==> src/rtl/uopx_pkg.sv <==
package uopx_pkg;

    localparam int IDX_W = 3;
    localparam int AUX_W = 4;
    localparam int EXT_W = 2;

    localparam logic [EXT_W-1:0] EXT_ARCH = 2'b00;
    localparam logic [EXT_W-1:0] EXT_TEMP = 2'b01;

    typedef enum logic [0:0] {
        ST_IDLE  = 1'b0,
        ST_ISSUE = 1'b1
    } seq_state_e;

    typedef struct packed {
        logic             live;
        logic [IDX_W-1:0] cnt;
        logic [IDX_W-1:0] idx;
        logic [AUX_W-1:0] aux;
        logic [EXT_W-1:0] ext_rd;
        logic [EXT_W-1:0] ext_rs1;
        logic [EXT_W-1:0] ext_rs2;
    } uop_ctl_t;

endpackage

==> src/rtl/uopx_table.sv <==
module uopx_table
    import uopx_pkg::*;
(
    input  logic [IDX_W-1:0] len_m1,
    input  logic [AUX_W-1:0] aux_base,
    input  logic [IDX_W-1:0] step,
    input  logic [IDX_W-1:0] resume,
    output uop_ctl_t         ctl
);

    logic is_last;
    logic is_first;

    always_comb begin
        is_last     = (step == len_m1);
        is_first    = (step == '0);
        ctl.live    = (step >= resume);
        ctl.cnt     = len_m1;
        ctl.idx     = step;
        ctl.aux     = aux_base + AUX_W'(step);
        ctl.ext_rd  = is_last  ? EXT_ARCH : EXT_TEMP;
        ctl.ext_rs1 = is_first ? EXT_ARCH : EXT_TEMP;
        ctl.ext_rs2 = EXT_ARCH;
    end

endmodule

==> src/rtl/uopx_fold.sv <==
module uopx_fold
    import uopx_pkg::*;
#(
    parameter int ADDR_W = 32
) (
    input  logic [ADDR_W-3:0] word_addr,
    input  logic [IDX_W-1:0]  step,
    output logic [ADDR_W:0]   folded
);

    assign folded = {word_addr, step};

endmodule

==> src/rtl/uop_expander.sv <==
module uop_expander
    import uopx_pkg::*;
#(
    parameter int INSN_W  = 32,
    parameter int ADDR_W  = 32,
    parameter int LEN_LSB = 28,
    parameter int AUX_LSB = 24
) (
    input  logic              clk,
    input  logic              rst_n,
    input  logic              in_valid,
    output logic              in_ready,
    input  logic [INSN_W-1:0] in_insn,
    input  logic [ADDR_W-1:0] in_addr,
    input  logic [IDX_W-1:0]  in_resume,
    output logic              uop_valid,
    input  logic              uop_ready,
    output logic              uop_live,
    output logic [IDX_W-1:0]  uop_cnt,
    output logic [IDX_W-1:0]  uop_idx,
    output logic [AUX_W-1:0]  uop_aux,
    output logic [EXT_W-1:0]  uop_ext_rd,
    output logic [EXT_W-1:0]  uop_ext_rs1,
    output logic [EXT_W-1:0]  uop_ext_rs2,
    output logic [INSN_W-1:0] uop_insn,
    input  logic              irq_take,
    output logic [ADDR_W:0]   saved_pc
);

    localparam logic [ADDR_W-1:0] INSN_BYTES = ADDR_W'(4);

    seq_state_e        state_q;
    seq_state_e        state_d;
    logic [INSN_W-1:0] insn_q;
    logic [ADDR_W-1:0] addr_q;
    logic [ADDR_W-1:0] nxt_addr_q;
    logic [IDX_W-1:0]  idx_q;
    logic [IDX_W-1:0]  res_q;
    logic [ADDR_W:0]   saved_q;

    uop_ctl_t          ctl;
    logic              accept;
    logic              handoff;
    logic              at_last;
    logic [IDX_W-1:0]  rec_idx;
    logic [ADDR_W:0]   fold_abort;
    logic [ADDR_W:0]   fold_idle;

    uopx_table u_table (
        .len_m1   (insn_q[LEN_LSB +: IDX_W]),
        .aux_base (insn_q[AUX_LSB +: AUX_W]),
        .step     (idx_q),
        .resume   (res_q),
        .ctl      (ctl)
    );

    assign rec_idx = (idx_q >= res_q) ? idx_q : res_q;

    uopx_fold #(.ADDR_W(ADDR_W)) u_fold_abort (
        .word_addr (addr_q[ADDR_W-1:2]),
        .step      (rec_idx),
        .folded    (fold_abort)
    );

    uopx_fold #(.ADDR_W(ADDR_W)) u_fold_idle (
        .word_addr (nxt_addr_q[ADDR_W-1:2]),
        .step      ('0),
        .folded    (fold_idle)
    );

    // Output process: handshakes from the state.
    always_comb begin
        in_ready  = 1'b0;
        uop_valid = 1'b0;
        unique case (state_q)
            ST_IDLE:  in_ready  = !irq_take;
            ST_ISSUE: uop_valid = !irq_take;
            default:  ;
        endcase
    end

    assign accept  = in_valid && in_ready;
    assign handoff = uop_valid && uop_ready;
    assign at_last = (idx_q == ctl.cnt);

    // Next-state logic: accept, finish, abort.
    always_comb begin
        state_d = state_q;
        unique case (state_q)
            ST_IDLE:  if (accept) state_d = ST_ISSUE;
            ST_ISSUE: if (irq_take || (handoff && at_last)) state_d = ST_IDLE;
            default:  state_d = ST_IDLE;
        endcase
    end

    // State register.
    always_ff @(posedge clk) begin
        if (!rst_n) state_q <= ST_IDLE;
        else        state_q <= state_d;
    end

    // Stream context and restart record.
    always_ff @(posedge clk) begin
        if (!rst_n) begin
            insn_q     <= '0;
            addr_q     <= '0;
            nxt_addr_q <= '0;
            idx_q      <= '0;
            res_q      <= '0;
            saved_q    <= '0;
        end else begin
            if (accept) begin
                insn_q <= in_insn;
                addr_q <= in_addr;
                idx_q  <= '0;
                res_q  <= in_resume;
            end else if (handoff && !at_last) begin
                idx_q <= idx_q + IDX_W'(1);
            end
            if (handoff && at_last) nxt_addr_q <= addr_q + INSN_BYTES;
            if (irq_take) saved_q <= (state_q == ST_ISSUE) ? fold_abort : fold_idle;
        end
    end

    assign uop_live    = ctl.live;
    assign uop_cnt     = ctl.cnt;
    assign uop_idx     = ctl.idx;
    assign uop_aux     = ctl.aux;
    assign uop_ext_rd  = ctl.ext_rd;
    assign uop_ext_rs1 = ctl.ext_rs1;
    assign uop_ext_rs2 = ctl.ext_rs2;
    assign uop_insn    = insn_q;
    assign saved_pc    = saved_q;

endmodule

==> config.mk <==
export PLATFORM = sky130hd
export DESIGN_NAME = uop_expander
export DESIGN_NICKNAME = d
export VERILOG_FILES = /design/src/rtl/uopx_pkg.sv /design/src/rtl/uopx_table.sv /design/src/rtl/uopx_fold.sv /design/src/rtl/uop_expander.sv
export SDC_FILE = /design/constraint.sdc
export NUM_CORES = 1
export LEC_CHECK = 0
export ABC_AREA = 1
export BUFFER_PORTS_ARGS = -buffer_cell sky130_fd_sc_hd__buf_4
export CORE_MARGIN = 2
export CORE_UTILIZATION = 40
export DETAILED_ROUTE_END_ITERATION = 8
export PLACE_DENSITY = 0.7
export SLEW_MARGIN = 5
export SYNTH_ARGS = -nofsm -noshare
export SYNTH_HDL_FRONTEND = slang
export SYNTH_SLANG_ARGS = --single-unit
==> constraint.sdc <==
create_clock -name clk -period 1.57 [get_ports clk]
set_input_delay 0 -clock clk [delete_from_list [all_inputs] [get_ports clk]]
set_output_delay 0 -clock clk [all_outputs]
set_load 0.02 [all_outputs]
==> results.cfg, run 1 <==
[route]
wl_met2_um = 8850
drt_wl_total_um = 18400
dr.max_layer_used = met4
ant_nets = 0
wire_per_inst_um = 14.2
m1WireLength_um = 8210
via_per_inst = 4.89
met3WireLength_um = 1150
drt_iter0_drc = 415
drc = 0
via_count = 6319
firstDrtPassIters = 5

[synth]
avgSynthCellArea_um2 = 7.12
synth_top_area_share_pct = 42.8
ys_types = 35
yosysWarnings = 0
synth_edf_count = 0
yosys.area.top_type = dfxtp_1
ys_top_cells_by_area = dfxtp_1 (43%), nand2_1 (9.4%), nor2_1 (8.3%)
ys_ff_latch = 132
synth_ff_type = dfxtp_1
synth_area_mm2 = 0.00618
ys_seq_area_share_pct = 42.8
async_reset_ff_share_pct = 0
synthCells = 868

[floorplan]
start_util_pct = 40.8
die_w_um = 128
die-area_mm2 = 0.0165
coreArea_mm2 = 0.0151
io_pins = 156
die-height_um = 128
row_count = 45

[global_routing]
grt_max_degree = 110
grt_overflow = 0
grt_pass1_wl_um = 29900
track_usage_pct = 22.8
grt_pass1_vias = 6171
antenna_found_initial = 0

[cts]
clk_pin_slew_ps = 50
htreeDepth = 4
numCtsBuffers = 17
cts_tree = built
clk_path_buf_depth = 2
cts.sinks = 132
clock_latency_ps = 420
cts-root-buf = clkbuf_16

[layout]
post-route-util_pct = 59.8
nFillCells = 1317
fin_nets = 1172
antenna_cells = 0
final_common_cell = buf_4
final_cell_mix = buf_4 (179), nand2_1 (153), nor2_1 (134)
syn_to_final_growth_pct = 46.5
drive_above_1_share_pct = 24.5

[setup_path]
critPathBufInv = 2
critPathKind = reg -> out
path_depth = 6
critPathLaunchType = flop
critPathMaxStageDelay_ps = 350
required_ps = 1570
slowest_stage = dfxtp_4
endpoint_kind = output port
cp_top_family = flip-flops
worst_r2r_path_depth = 8
cpMostUsedCell = buf_6
crit_chain = buf_6 > ha_4 > a21oi_2 > nand2_2 > xor2_2 > buf_6
crit_arrival_ps = 1640
cp_max_fo = 4

[sta]
hold_viol = 0
slew_headroom_pct = 44.5
holdWs_ps = 3.84
postLayoutSetupSlackWorst_ps = -68.2
period_minus_slack_ps = 1640
rsz0062_at_grt = yes
maxSlewViolCount = 0
worst_slew_pin_slew_ps = 832
clock-skew-final_ps = 8.57
period_share_pct = 104
setup_viol = 5
max_freq_ghz = 0.610

[placement]
pre_cts_slack_ps = 68.5
port-buffer-count = 149
hpwl_um = 11700
finalWeightedCongestion = 0.887

[pwr]
p_per_area_mw_per_mm2 = 1000
pwr-share-comb_pct = 14.8
peakVddDrop_mv = 0.675
pwr-share-clk_pct = 44.9
power_switching_mw = 2.31
internal_power_mw = 6.77
swShare_pct = 25.4
leakage_nw = 4.07
seqPwrFrac_pct = 40.3

[worst_hold_path]
worstHoldPathCells = 6
hold_class = in -> reg

[run_status]
violations = negative setup slack
status = finished, violations left

[job]
cap_violations = 0
## repair_timing
action | CTS | global route
buffers inserted | 8 | 2
pin swaps | 9 | 8
resized for setup | 19 | 19
hold buffers | 65 | 0
hold endpoints to repair | 65 | 0
endpoints found under the setup margin | 4 | 40
## state kept, by name (all words and copies together), names as in the netlist
| register | cells |
|---|---|
| state_q | 1 |
| nxt_addr_q | 30 |
| res_q | 3 |
| saved_pc | 33 |
| addr_q | 30 |
| idx_q | 3 |
| uop_insn | 32 |
## layout make-up
type / instances / area [um^2] / share of cell area (%)
Tap cell: 188 / 235 / 2.60
Multi-Input combinational cell: 588 / 3020 / 33.3
Sequential cell: 132 / 2660 / 29.4
Clock inverter: 8 / 124 / 1.37
Clock buffer: 24 / 482 / 5.32
Timing Repair Buffer: 255 / 2170 / 24.0
Inverter: 96 / 365 / 4.04
## layer usage
layer	track usage, %	vias to the layer above
met4	5.69	0
met3	7.30	12
met1	28.4	2919
li1	-	3230
met2	38.4	158
met5	0	-
## power groups by stage
stage | Combinational, mW | Clock [mW] | Sequential, mW
3_3_place_gp | 1.15 | 0 | 3.72
4_1_cts | 1.32 | 4.13 | 3.65
2_1_floorplan | 0.551 | 0 | 3.82
3_5_place_dp | 1.16 | 0 | 3.72
6_report | 1.34 | 4.07 | 3.66
5_1_grt | 1.47 | 4.28 | 3.68
## through the flow
step	setup TNS [ps]	total power, mW	area, um^2	std cells
floorplan	0	4.38	6200	871
global placement	0	4.87	7580	1185
detailed placement	0	4.89	7580	1185
CTS	-186	9.10	8970	1289
global route	-946	9.43	9050	1291
finish	-189	9.08	9050	1291
## final timing paths
check                startpoint             to  slack [ps]
hold / removal         irq_take        state_q           4
setup reg to reg       res_q[2]    saved_pc[2]         -10
setup / recovery       idx_q[2]     uop_aux[3]         -70
hold reg to reg   nxt_addr_q[4]  nxt_addr_q[4]         460
## logic make-up (layout without fill, tap and decap cells)
logic type               after synthesis  in the layout  synth area share [%]
XOR/XNOR                              13             13                  1.96
flip-flops                           132            132                  42.8
AO/OA/AOI/OAI                        209            209                  18.5
AND/OR/NAND/NOR                      352            352                  24.0
buffers and inverters                151            383                  10.6
adder cells (fa/ha/maj)               10             10                  2.15
other                                  1              4                0.0607
## Yosys cell counts, drive strengths merged, types with 2 or more instances
| master | n |
|---|---|
| nand3b | 2 |
| nand3 | 38 |
| inv | 96 |
| nor2 | 143 |
| nor3 | 2 |
| o211ai | 31 |
| dfxtp | 132 |
| o21ai | 99 |
| a21oi | 78 |
| xor2 | 6 |
| clkbuf | 25 |
| nand4 | 4 |
| xnor2 | 7 |
| nand2 | 162 |
| buf | 30 |
| ha | 9 |
## tightest hold or removal path: stages
cell     delay (ps)
buf_4           120
inv_6            30
nand2_4          60
inv_1            60
nand2_1          60
a21oi_1          50
(Power assumes the default switching activity.)
==> run 2, diff against run 1 <==
--- a/config.mk
+++ b/config.mk
@@ -10,7 +10,6 @@
 export CORE_MARGIN = 2
 export CORE_UTILIZATION = 40
 export DETAILED_ROUTE_END_ITERATION = 8
-export PLACE_DENSITY = 0.7
 export SLEW_MARGIN = 5
 export SYNTH_ARGS = -nofsm -noshare
 export SYNTH_HDL_FRONTEND = slang
==> run 2 against run 1 <==
  * Largest power group unchanged
  * Critical endpoint is now uop_aux[1]
  * Critical path type unchanged
  * Fmax shrank 1.3%
  * Sequential share of layout area fell by 0.56 points
  * Highest routed layer unchanged
  * Setup slack got worse by 22 ps
  * Worst hold slack improved by 110 ps
  * Via count shrank 0.68%
  * The flow still finishes with violations (negative setup slack)
  * Non-clock buffer count up 14
==> results.cfg, run 2 (synthesized netlist as in run 1, its figures left out) <==
[run_status]
status = finished, violations left
violations = negative setup slack

[route]
wire_per_inst_um = 14.1
firstDrtPassIters = 4
via_per_inst = 4.80
ant_nets = 0
drc = 0
via_count = 6276
drt_iter0_drc = 303
drt_wl_total_um = 18400

[floorplan]
coreArea_mm2 = 0.0151
io_pins = 156
die_w_um = 128
die-area_mm2 = 0.0165
start_util_pct = 40.8
row_count = 45
die-height_um = 128

[setup_path]
worst_r2r_path_depth = 9
cpMostUsedCell = inv_2
critPathMaxStageDelay_ps = 520
slowest_stage = fa_2
cp_max_fo = 5
endpoint_kind = output port
required_ps = 1570
critPathKind = reg -> out
critPathLaunchType = flop
regToRegSetupSlack_ps = 0
crit_chain = ha_4 > inv_2 > fa_2 > inv_2 > buf_6
rr_startpoint = idx_q[1]
crit_arrival_ps = 1660
rr_endpoint = saved_pc[1]

[worst_hold_path]
hold_end = state_q
worstHoldPathCells = 6
hold_class = in -> reg
worstHoldStart = uop_ready

[cts]
cts-root-buf = clkbuf_16
numCtsBuffers = 17
htreeDepth = 4
clk_path_buf_depth = 2
cts.sinks = 132
clk_pin_slew_ps = 60
clock_latency_ps = 420
cts_tree = built

[sta]
maxSlewViolCount = 0
period_minus_slack_ps = 1660
max_freq_ghz = 0.602
hold_viol = 0
clock-skew-final_ps = 7.25
postLayoutSetupSlackWorst_ps = -90.2
setup_viol = 5
period_share_pct = 106
rsz0062_at_grt = yes
tns_ps = -252

[pwr]
leakage_nw = 4.16
p_per_area_mw_per_mm2 = 986
peakVddDrop_mv = 0.642
power_mw = 9.09

[layout]
post-route-util_pct = 60.9
largest_register_ffs = 33
drive_above_1_share_pct = 25.6
final_cell_mix = buf_4 (192), nand2_1 (152), nor2_1 (132)
fin_nets = 1186
final_common_cell = buf_4
syn_to_final_growth_pct = 49.2
nFillCells = 1383

[global_routing]
antenna_found_initial = 1
grt_overflow = 0
grt_pass1_vias = 6097
grt_max_degree = 49
track_usage_pct = 22.4
grt_pass1_wl_um = 29400

[placement]
finalWeightedCongestion = 0.864
pre_cts_slack_ps = 33.4
hpwl_um = 12000
port-buffer-count = 149

[job]
cap_violations = 0
[run 2: cell count changes in the layout (fill, tap and decap cells not counted), sizes merged]
cell	delta
bufinv	-1
clkinv	+1
dlygate4sd3	+2
clkinvlp	+2
diode	+2
buf	+10
[run 2: timing repair]
action	CTS	global route
gates cloned	0	2
pin swaps	6	11
endpoints found under the setup margin	4	68
endpoints found under the hold margin	66	0
buffers inserted	11	4
hold buffers	67	0
gates resized for setup	17	26
[run 2: stage by stage]
step | cells | hold slack (ps) | cell area, um^2
floorplan | 871 | 164 | 6200
global placement | 1190 | 249 | 7590
detailed placement | 1190 | 256 | 7590
CTS | 1299 | 73.3 | 9030
global route | 1306 | 134 | 9220
finish | 1307 | 112 | 9220
[run 2: final cells by class]
type / instances / area, um^2 / share of cell area [%]
multi-input combinational: 588 / 3050 / 33.1
clock buffer: 22 / 494 / 5.36
tap: 188 / 235 / 2.55
timing repair buffer: 269 / 2290 / 24.8
inverter: 96 / 370 / 4.02
sequential: 132 / 2660 / 28.8
antenna: 2 / 5.00 / 0.0543
clock inverter: 10 / 121 / 1.32
[run 2: worst max-delay path by stage]
stage               slack, ps    endpoint      from
finish                    -90  uop_aux[1]  idx_q[0]
detailed placement         30   addr_q[4]   state_q
global placement           50   addr_q[4]   state_q
floorplan                  50  addr_q[13]   state_q
CTS                       -90  uop_aux[1]  idx_q[0]
global route             -140  uop_aux[1]  idx_q[0]
[run 2: layer usage]
metal	vias to the layer above	GRT usage (%)	wire length (um)
li1	3259	-	-
met1	2832	27.9	8210
met2	165	38.0	8870
met3	20	6.05	1010
met4	0	6.59	279
met5	-	0	0
[run 2: critical path, delay by kind of cell, from the launching register on]
family	cells	cell delay, ps
adder cells (fa/ha/maj)	2	660
buffers and inverters	3	190
flip-flops	1	380
[run 2: power by group]
part	internal [mW]	switching [mW]
clock	2.55	1.52
combinational	0.648	0.715
sequential	3.52	0.130
total	6.72	2.36
